==> src/rtl/i2cb_pkg.sv <==
package i2cb_pkg;
  typedef enum logic [2:0] {
    ST_IDLE,
    ST_ADDR,
    ST_WDATA,
    ST_ACK,
    ST_RDATA,
    ST_RACK
  } st_e;
endpackage

==> src/rtl/i2cb_sync.sv <==
module i2cb_sync #(
  parameter int STAGES = 2
) (
  input  logic clk,
  input  logic rst,
  input  logic scl_i,
  input  logic sda_i,
  output logic scl_lvl,
  output logic sda_lvl,
  output logic scl_rise,
  output logic scl_fall,
  output logic start_det,
  output logic stop_det
);
  logic [STAGES-1:0] scl_pipe, sda_pipe;
  logic scl_d, sda_d;

  always_ff @(posedge clk) begin
    if (rst) begin
      scl_pipe <= '1;
      sda_pipe <= '1;
      scl_d    <= 1'b1;
      sda_d    <= 1'b1;
    end else begin
      scl_pipe <= {scl_pipe[STAGES-2:0], scl_i};
      sda_pipe <= {sda_pipe[STAGES-2:0], sda_i};
      scl_d    <= scl_pipe[STAGES-1];
      sda_d    <= sda_pipe[STAGES-1];
    end
  end

  assign scl_lvl   = scl_pipe[STAGES-1];
  assign sda_lvl   = sda_pipe[STAGES-1];
  assign scl_rise  = scl_lvl & ~scl_d;
  assign scl_fall  = ~scl_lvl & scl_d;
  // start: data falls while clock stays high; stop: data rises while clock stays high
  assign start_det = scl_lvl & scl_d & sda_d & ~sda_lvl;
  assign stop_det  = scl_lvl & scl_d & ~sda_d & sda_lvl;
endmodule

==> src/rtl/i2cb_bank.sv <==
module i2cb_bank #(
  parameter int NREG = 7,
  parameter int IW = 4,
  parameter logic [NREG*8-1:0] RST_VAL = '0
) (
  input  logic            clk,
  input  logic            rst,
  input  logic            wr_en,
  input  logic [IW-1:0]   wr_idx,
  input  logic [7:0]      wr_data,
  input  logic [IW-1:0]   rd_idx,
  output logic [7:0]      rd_data,
  output logic [NREG*8-1:0] regs_o
);
  for (genvar g = 0; g < NREG; g++) begin : g_reg
    logic [7:0] q;
    always_ff @(posedge clk) begin
      if (rst) q <= RST_VAL[8*g +: 8];
      else if (wr_en && wr_idx == IW'(g)) q <= wr_data;
    end
    assign regs_o[8*g +: 8] = q;

    // a write strobe aimed at this register lands on the next edge
    a_r4_store: assert property (@(posedge clk) disable iff (rst)
      (wr_en && wr_idx == IW'(g)) |=> (regs_o[8*g +: 8] == $past(wr_data)));
  end

  // index 0 yields the count byte, 1..NREG the registers, anything later reads as released bus
  always_comb begin
    rd_data = 8'hFF;
    if (rd_idx == '0) rd_data = 8'(NREG);
    for (int i = 0; i < NREG; i++)
      if (rd_idx == IW'(i + 1)) rd_data = regs_o[8*i +: 8];
  end

  a_r1_defaults: assert property (@(posedge clk) disable iff (rst)
    $past(rst) |-> (regs_o == RST_VAL));
endmodule

==> src/rtl/i2cb_ctrl.sv <==
module i2cb_ctrl
  import i2cb_pkg::*;
#(
  parameter logic [6:0] DEV_ADDR = 7'h69,
  parameter int NREG = 7,
  parameter int IW = 4
) (
  input  logic          clk,
  input  logic          rst,
  input  logic          scl_lvl,
  input  logic          sda_lvl,
  input  logic          scl_rise,
  input  logic          scl_fall,
  input  logic          start_det,
  input  logic          stop_det,
  input  logic [7:0]    rd_data,
  output logic [IW-1:0] rd_idx,
  output logic          wr_en,
  output logic [IW-1:0] wr_idx,
  output logic [7:0]    wr_data,
  output logic          sda_oe
);
  localparam logic [IW-1:0] HDR_BYTES = IW'(2);
  localparam logic [IW-1:0] W_LIMIT   = IW'(NREG + 2);
  localparam logic [IW-1:0] R_LIMIT   = IW'(NREG + 1);

  st_e          st;
  logic [3:0]   cnt;
  logic [7:0]   sh, tx;
  logic         rw, nack;
  logic [IW-1:0] widx, ridx;

  assign rd_idx = ridx;

  always_ff @(posedge clk) begin
    if (rst) begin
      st      <= ST_IDLE;
      cnt     <= '0;
      sh      <= '0;
      tx      <= '0;
      rw      <= 1'b0;
      nack    <= 1'b0;
      widx    <= '0;
      ridx    <= '0;
      sda_oe  <= 1'b0;
      wr_en   <= 1'b0;
      wr_idx  <= '0;
      wr_data <= '0;
    end else begin
      wr_en <= 1'b0;
      if (start_det) begin
        st     <= ST_ADDR;
        cnt    <= '0;
        sda_oe <= 1'b0;
      end else if (stop_det) begin
        st     <= ST_IDLE;
        sda_oe <= 1'b0;
      end else begin
        case (st)
          ST_ADDR, ST_WDATA: begin
            if (scl_rise) begin
              sh  <= {sh[6:0], sda_lvl};
              cnt <= cnt + 4'd1;
            end else if (scl_fall && cnt == 4'd8) begin
              cnt <= '0;
              if (st == ST_ADDR) begin
                if (sh[7:1] == DEV_ADDR) begin
                  rw     <= sh[0];
                  widx   <= '0;
                  ridx   <= '0;
                  sda_oe <= 1'b1;
                  st     <= ST_ACK;
                end else begin
                  st <= ST_IDLE;
                end
              end else begin
                sda_oe <= 1'b1;
                st     <= ST_ACK;
                if (widx >= HDR_BYTES && widx < W_LIMIT) begin
                  wr_en   <= 1'b1;
                  wr_idx  <= widx - HDR_BYTES;
                  wr_data <= sh;
                end
                if (widx < W_LIMIT) widx <= widx + IW'(1);
              end
            end
          end
          ST_ACK: begin
            if (scl_fall) begin
              cnt <= '0;
              if (rw) begin
                tx     <= rd_data;
                sda_oe <= ~rd_data[7];
                st     <= ST_RDATA;
              end else begin
                sda_oe <= 1'b0;
                st     <= ST_WDATA;
              end
            end
          end
          ST_RDATA: begin
            if (scl_fall) begin
              if (cnt == 4'd7) begin
                sda_oe <= 1'b0;
                st     <= ST_RACK;
              end else begin
                cnt    <= cnt + 4'd1;
                tx     <= {tx[6:0], 1'b0};
                sda_oe <= ~tx[6];
              end
            end
          end
          ST_RACK: begin
            if (scl_rise) begin
              nack <= sda_lvl;
              if (!sda_lvl && ridx < R_LIMIT) ridx <= ridx + IW'(1);
            end else if (scl_fall) begin
              cnt <= '0;
              if (nack) begin
                st <= ST_IDLE;
              end else begin
                tx     <= rd_data;
                sda_oe <= ~rd_data[7];
                st     <= ST_RDATA;
              end
            end
          end
          default: ;
        endcase
      end
    end
  end

  // the pull-down only engages after the clock was seen low
  a_r10_drive_on_scl_low: assert property (@(posedge clk) disable iff (rst)
    $rose(sda_oe) |-> !$past(scl_lvl));

  // an idle slave never holds the line
  a_r9_idle_released: assert property (@(posedge clk) disable iff (rst)
    sda_oe |-> (st != ST_IDLE));

  // a sampled NACK returns the controller to idle with the line free
  a_r9_nack_ends: assert property (@(posedge clk) disable iff (rst)
    (st == ST_RACK && nack && scl_fall && !start_det && !stop_det)
      |=> (st == ST_IDLE && !sda_oe));

  // a foreign address gets no acknowledge
  a_r3_mismatch_no_ack: assert property (@(posedge clk) disable iff (rst)
    (st == ST_ADDR && scl_fall && cnt == 4'd8 && !start_det && !stop_det
     && sh[7:1] != DEV_ADDR) |=> (!sda_oe && st == ST_IDLE));

  // overflow bytes never produce a write strobe
  a_r7_write_in_range: assert property (@(posedge clk) disable iff (rst)
    wr_en |-> (wr_idx < IW'(NREG)));
endmodule

==> src/rtl/i2c_blkreg_slave.sv <==
module i2c_blkreg_slave #(
  parameter logic [6:0] DEV_ADDR = 7'h69,
  parameter int NREG = 7,
  parameter int SYNC_STAGES = 2,
  parameter logic [NREG*8-1:0] RST_VAL = 56'h87_65_FF_FF_0A_00_3C
) (
  input  logic              clk,
  input  logic              rst,
  input  logic              scl_i,
  input  logic              sda_i,
  output logic              sda_oe_o,
  output logic [NREG*8-1:0] regs_o
);
  localparam int IW = $clog2(NREG + 3);

  logic scl_lvl, sda_lvl, scl_rise, scl_fall, start_det, stop_det;
  logic wr_en;
  logic [IW-1:0] wr_idx, rd_idx;
  logic [7:0] wr_data, rd_data;

  i2cb_sync #(.STAGES(SYNC_STAGES)) u_sync (
    .clk(clk), .rst(rst), .scl_i(scl_i), .sda_i(sda_i),
    .scl_lvl(scl_lvl), .sda_lvl(sda_lvl), .scl_rise(scl_rise),
    .scl_fall(scl_fall), .start_det(start_det), .stop_det(stop_det)
  );

  i2cb_ctrl #(.DEV_ADDR(DEV_ADDR), .NREG(NREG), .IW(IW)) u_ctrl (
    .clk(clk), .rst(rst), .scl_lvl(scl_lvl), .sda_lvl(sda_lvl),
    .scl_rise(scl_rise), .scl_fall(scl_fall), .start_det(start_det),
    .stop_det(stop_det), .rd_data(rd_data), .rd_idx(rd_idx),
    .wr_en(wr_en), .wr_idx(wr_idx), .wr_data(wr_data), .sda_oe(sda_oe_o)
  );

  i2cb_bank #(.NREG(NREG), .IW(IW), .RST_VAL(RST_VAL)) u_bank (
    .clk(clk), .rst(rst), .wr_en(wr_en), .wr_idx(wr_idx), .wr_data(wr_data),
    .rd_idx(rd_idx), .rd_data(rd_data), .regs_o(regs_o)
  );
endmodule

==> config.mk <==
export PLATFORM = sky130hd
export DESIGN_NAME = i2c_blkreg_slave
export DESIGN_NICKNAME = d
export VERILOG_FILES = /design/src/rtl/i2cb_pkg.sv /design/src/rtl/i2cb_sync.sv /design/src/rtl/i2cb_bank.sv /design/src/rtl/i2cb_ctrl.sv /design/src/rtl/i2c_blkreg_slave.sv
export SDC_FILE = /design/constraint.sdc
export NUM_CORES = 1
export LEC_CHECK = 0
export ABC_CLOCK_PERIOD_IN_PS = 3200
export CELL_PAD_IN_SITES_DETAIL_PLACEMENT = 0
export CELL_PAD_IN_SITES_GLOBAL_PLACEMENT = 1
export CORE_MARGIN = 5
export CORE_UTILIZATION = 45
export DETAILED_ROUTE_END_ITERATION = 10
export PLACE_DENSITY_LB_ADDON = 0.1
export SLEW_MARGIN = 20
export SYNTH_ARGS = -nofsm -noshare
export SYNTH_HDL_FRONTEND = slang
export SYNTH_HIERARCHICAL = 1
export SYNTH_SLANG_ARGS = --single-unit
==> constraint.sdc <==
create_clock -name clk -period 3.2 [get_ports clk]
set_input_delay 0.64 -clock clk [delete_from_list [all_inputs] [get_ports clk]]
set_output_delay 0.64 -clock clk [all_outputs]
set_load 0.005 [all_outputs]
==> flow_summary_export.csv <==
group,metric,value,unit
run_status,run_status,"completed",
synth,netlist.area_leader.share,39.4,%
power,worst_ir_drop_on_vdd,0.000221,V
power,power_density,388,mW/mm^2
detailed_routing,wirelength_met1,6.70,mm
power,p_int,1.92,mW
worst_hold_path,timing.hold.worst.start,"u_sync/scl_pipe[0]",
synth,fraction_of_the_yosys_area_taken_by_sequential_cells,39.4,%
cells_and_area,area.sequential,0.00216,mm^2
detailed_routing,highest-signal-layer,"met4",
synth,netlist_area,0.00548,mm^2
critical_path,critPathLaunchType,"flop",
worst_hold_path,worst_hold_check_path_type,"flop to flop",
synth,synth_largest_area_cell,"dfxtp_1",
detailed_routing,via_count,4634,
timing,drv_slew,0,
global_route,initial_antenna_violation_count,0,
timing,setup_repair_after_global_routing_missed_its_margin,"false",
detailed_routing,viasPerCell,5.74,
power,pwr-share-seq,54.3,%
critical_path,cp.arrival,2.78,ns
detailed_routing,drc,0,
detailed_routing,postRouteAntennaNets,0,
critical_path,critical_path_buf_inv_count,1,
synth,post_synth_num_cell_types,76,
synth,synth.ff_latch_count,108,
critical_path,critical_path.max_fanout,15,
cts,clk_root_buffer_cell,"clkbuf_16",
cells_and_area,final_util,53.5,%
critical_path,critical_path.reg2reg.startpoint,"u_ctrl/rd_idx[0]",
cts,tritoncts.num_buffers,9,
timing,max-slew-margin-rel,50.7,%
cells_and_area,drive_above_1_share,8.64,%
floorplan,placeableCoreArea,0.0120,mm^2
floorplan,ioPinCount,61,
power,power.share.switching,22.6,%
cells_and_area,antenna_cells_inserted,0,
power,comb_power_share,2.5,%
synth,synth_common_cells,"dfxtp_1, nor2_1, nand2_1, mux2i_1, a21oi_1",
critical_path,cp.required,3.47,ns
timing,setup-violations-final,0,
synth,syn_area_per_cell,8.97,um^2
timing,final_hold_viol_count,0,
critical_path,critical_path.startpoint,"u_ctrl/rd_idx[0]",
critical_path,worst_path_dominant_cell_family,"compound AO/OA/AOI/OAI gates",
cts,cts_setup_buffers,0,
timing,layout_worst_path_cycle_share,78.4,%
synth,count_of_synthesis_stage_warnings_from_yosys,6,
detailed_routing,met3_length,791,um
cts,hold_buffer_count_at_cts,0,
critical_path,setup.worst_path.end_class,"flop",
detailed_routing,finalWirelength,14.7,mm
synth,synth.most_common_cell,"dfxtp_1",
global_route,grt_start_max_net_pins,40,
synth,synth.top_cells.by_area,"dfxtp_1, mux2i_1, nor2_1, nand2_1, nand3b_1",
timing,fin_setup_tns,0,ns
floorplan,floorplan.initialDensity,45.8,%
floorplan,die_height,120,um
detailed_routing,firstDrtPassIters,5,
cells_and_area,final_nets,667,
placed_design,port_buffers,60,
flow_run,timing.max_cap.violations,0,
cts,cts_tree,"built",
synth,synth-main-ff-cell,"dfxtp_1",
cts,path_clk_slew,0.07,ns
floorplan,floorplan.die_area,0.0145,mm^2
power,leakage,2.54,nW
global_route,first_global_vias,4348,
floorplan,floorplan.rows,40,
cts,clock_buffer_depth,2,
cells_and_area,layout.filler_cells,1138,
cts,clkSinkCount,108,
timing,pin_slew_with_the_least_headroom_to_its_limit,0.739,ns
global_route,overflow,0,
timing,maxClockFrequency,399,MHz
synth,async_flop_share,0,%
critical_path,critical-path-max-stage-delay,0.64,ns
power,clock_power_share,43.2,%
critical_path,timing.critical_path.slowest_stage_cell,"dfxtp_1",
cells_and_area,area_growth_from_synthesis_to_layout,16.7,%
floorplan,die_w,120,um
timing,hold_slack,0.414,ns
critical_path,timing_worst_setup_path_type,"flop to flop",
cells_and_area,area_occupied_by_multi_input_gates,0.00301,mm^2
global_route,grt_usage,20.6,%
placed_design,gp_congestion,0.865,
cts,post_cts.resized_instances,0,
cts,clock_insertion_delay_worst_skew,0.35,ns
power,power.switching,563,uW
detailed_routing,dr_wl_met2,6.80,mm
detailed_routing,drt_iter0_drc,334,
detailed_routing,route.detailed.wl_per_inst,18.2,um
critical_path,crit_path_cell_trace,"inv_2 -> a21o_1 -> a2111oi_0 -> o21ai_0 -> nand2b_1 -> nand3_1 -> a21oi_1 -> nand4_1 -> nor3b_1",
synth,synth.net_count,623,
timing,finClkSkew,0.00884,ns
synth,synth_edf_count,0,
synth,synthesis.instances,611,
timing,period_minus_slack,2.51,ns
placed_design,dp_hpwl,10.8,mm
global_route,grt_first_pass_wirelength,23.7,mm
cts,number_of_h_tree_levels,3,
-- cell usage in the layout, fill, tap and decap left out, types with 4 or more instances in the layout --
| master | n |
|---|---|
| mux2i_1 | 55 |
| nand2_1 | 57 |
| or2_1 | 6 |
| xnor2_1 | 4 |
| clkdlybuf4s50_1 | 59 |
| a31oi_1 | 5 |
| o21ai_0 | 13 |
| ha_1 | 8 |
| nor2b_1 | 13 |
| nand2b_1 | 11 |
| nor3_1 | 6 |
| a21o_1 | 5 |
| nand3_1 | 14 |
| dfxtp_1 | 108 |
| nor3b_1 | 5 |
| inv_1 | 15 |
| clkbuf_16 | 9 |
| a2111oi_0 | 5 |
| nand3b_1 | 26 |
| a211o_1 | 13 |
| a21oi_1 | 34 |
| o21bai_1 | 6 |
| and3b_1 | 4 |
| nand4_1 | 4 |
| nor2_1 | 74 |
| buf_4 | 14 |
| a211oi_1 | 7 |
-- layout make-up --
class	instances	share of cell area [%]
clock buffer	12	3.85
clock inverter	4	0.508
inverter	17	0.997
multi-input combinational	445	47.0
sequential	108	33.8
tap	147	2.87
timing repair buffer	74	11.0
-- registers in the layout (all words and copies together) (netlist names), 2 cells and up --
register	count
u_ctrl/sh	8
u_ctrl/cnt	4
u_ctrl/wr_data	8
u_sync/scl_pipe	2
u_ctrl/widx	4
u_ctrl/st	3
u_ctrl/wr_idx	4
u_ctrl/tx	7
u_ctrl/rd_idx	4
u_bank/g.q	56
u_sync/sda_pipe	2
-- power groups by stage --
stage | Combinational, mW | Sequential, mW | Clock, mW
floorplan | 0.0449 | 1.38 | 0
global placement | 0.0616 | 1.38 | 0
detailed placement | 0.0621 | 1.38 | 0
CTS | 0.0622 | 1.35 | 1.10
global route | 0.0682 | 1.35 | 1.15
finish | 0.0622 | 1.35 | 1.07
-- cells by family after synthesis --
group	count (synthesis)	synth area share, %
fa+ha+maj	9	2.01
mux	56	10.2
compound gates	126	16.9
xor+xnor	6	0.958
flops	108	39.4
buf+inv	58	5.68
simple gates	248	24.8
-- final timing paths --
check	slack [ns]	cells after the start	end
max	0.69	9	u_ctrl/sda_oe
min	0.41	1	u_sync/scl_pipe[1]
max reg2reg	0.69	9	u_ctrl/sda_oe
min reg2reg	0.41	1	u_sync/scl_pipe[1]
-- per-stage QoR --
| stage | std cells | total power [mW] | area, um^2 | worst slack [ns] |
|---|---|---|---|---|
| after detailed placement | 791 | 1.44 | 6120 | 0.778 |
| final | 807 | 2.49 | 6400 | 0.691 |
| after floorplan | 611 | 1.42 | 5480 | 1.28 |
| after global routing | 807 | 2.57 | 6400 | 0.530 |
| after global placement | 791 | 1.44 | 6120 | 0.792 |
| after CTS | 807 | 2.51 | 6400 | 0.758 |
-- worst reg2reg max path, stage by stage, from the launching register on --
cell and delay (ns):
dfxtp_1 0.64, inv_2 0.23, a21o_1 0.22, a2111oi_0 0.47
o21ai_0 0.25, nand2b_1 0.20, nand3_1 0.08, a21oi_1 0.06
nand4_1 0.08, nor3b_1 0.18
-- layer usage --
layer / up-vias / track usage [%]
met4: 0 / 8.14
met3: 27 / 2.90
met2: 144 / 33.6
met5: - / 0
li1: 2264 / -
met1: 2199 / 27.6
Power figures use the tool's default switching activity.
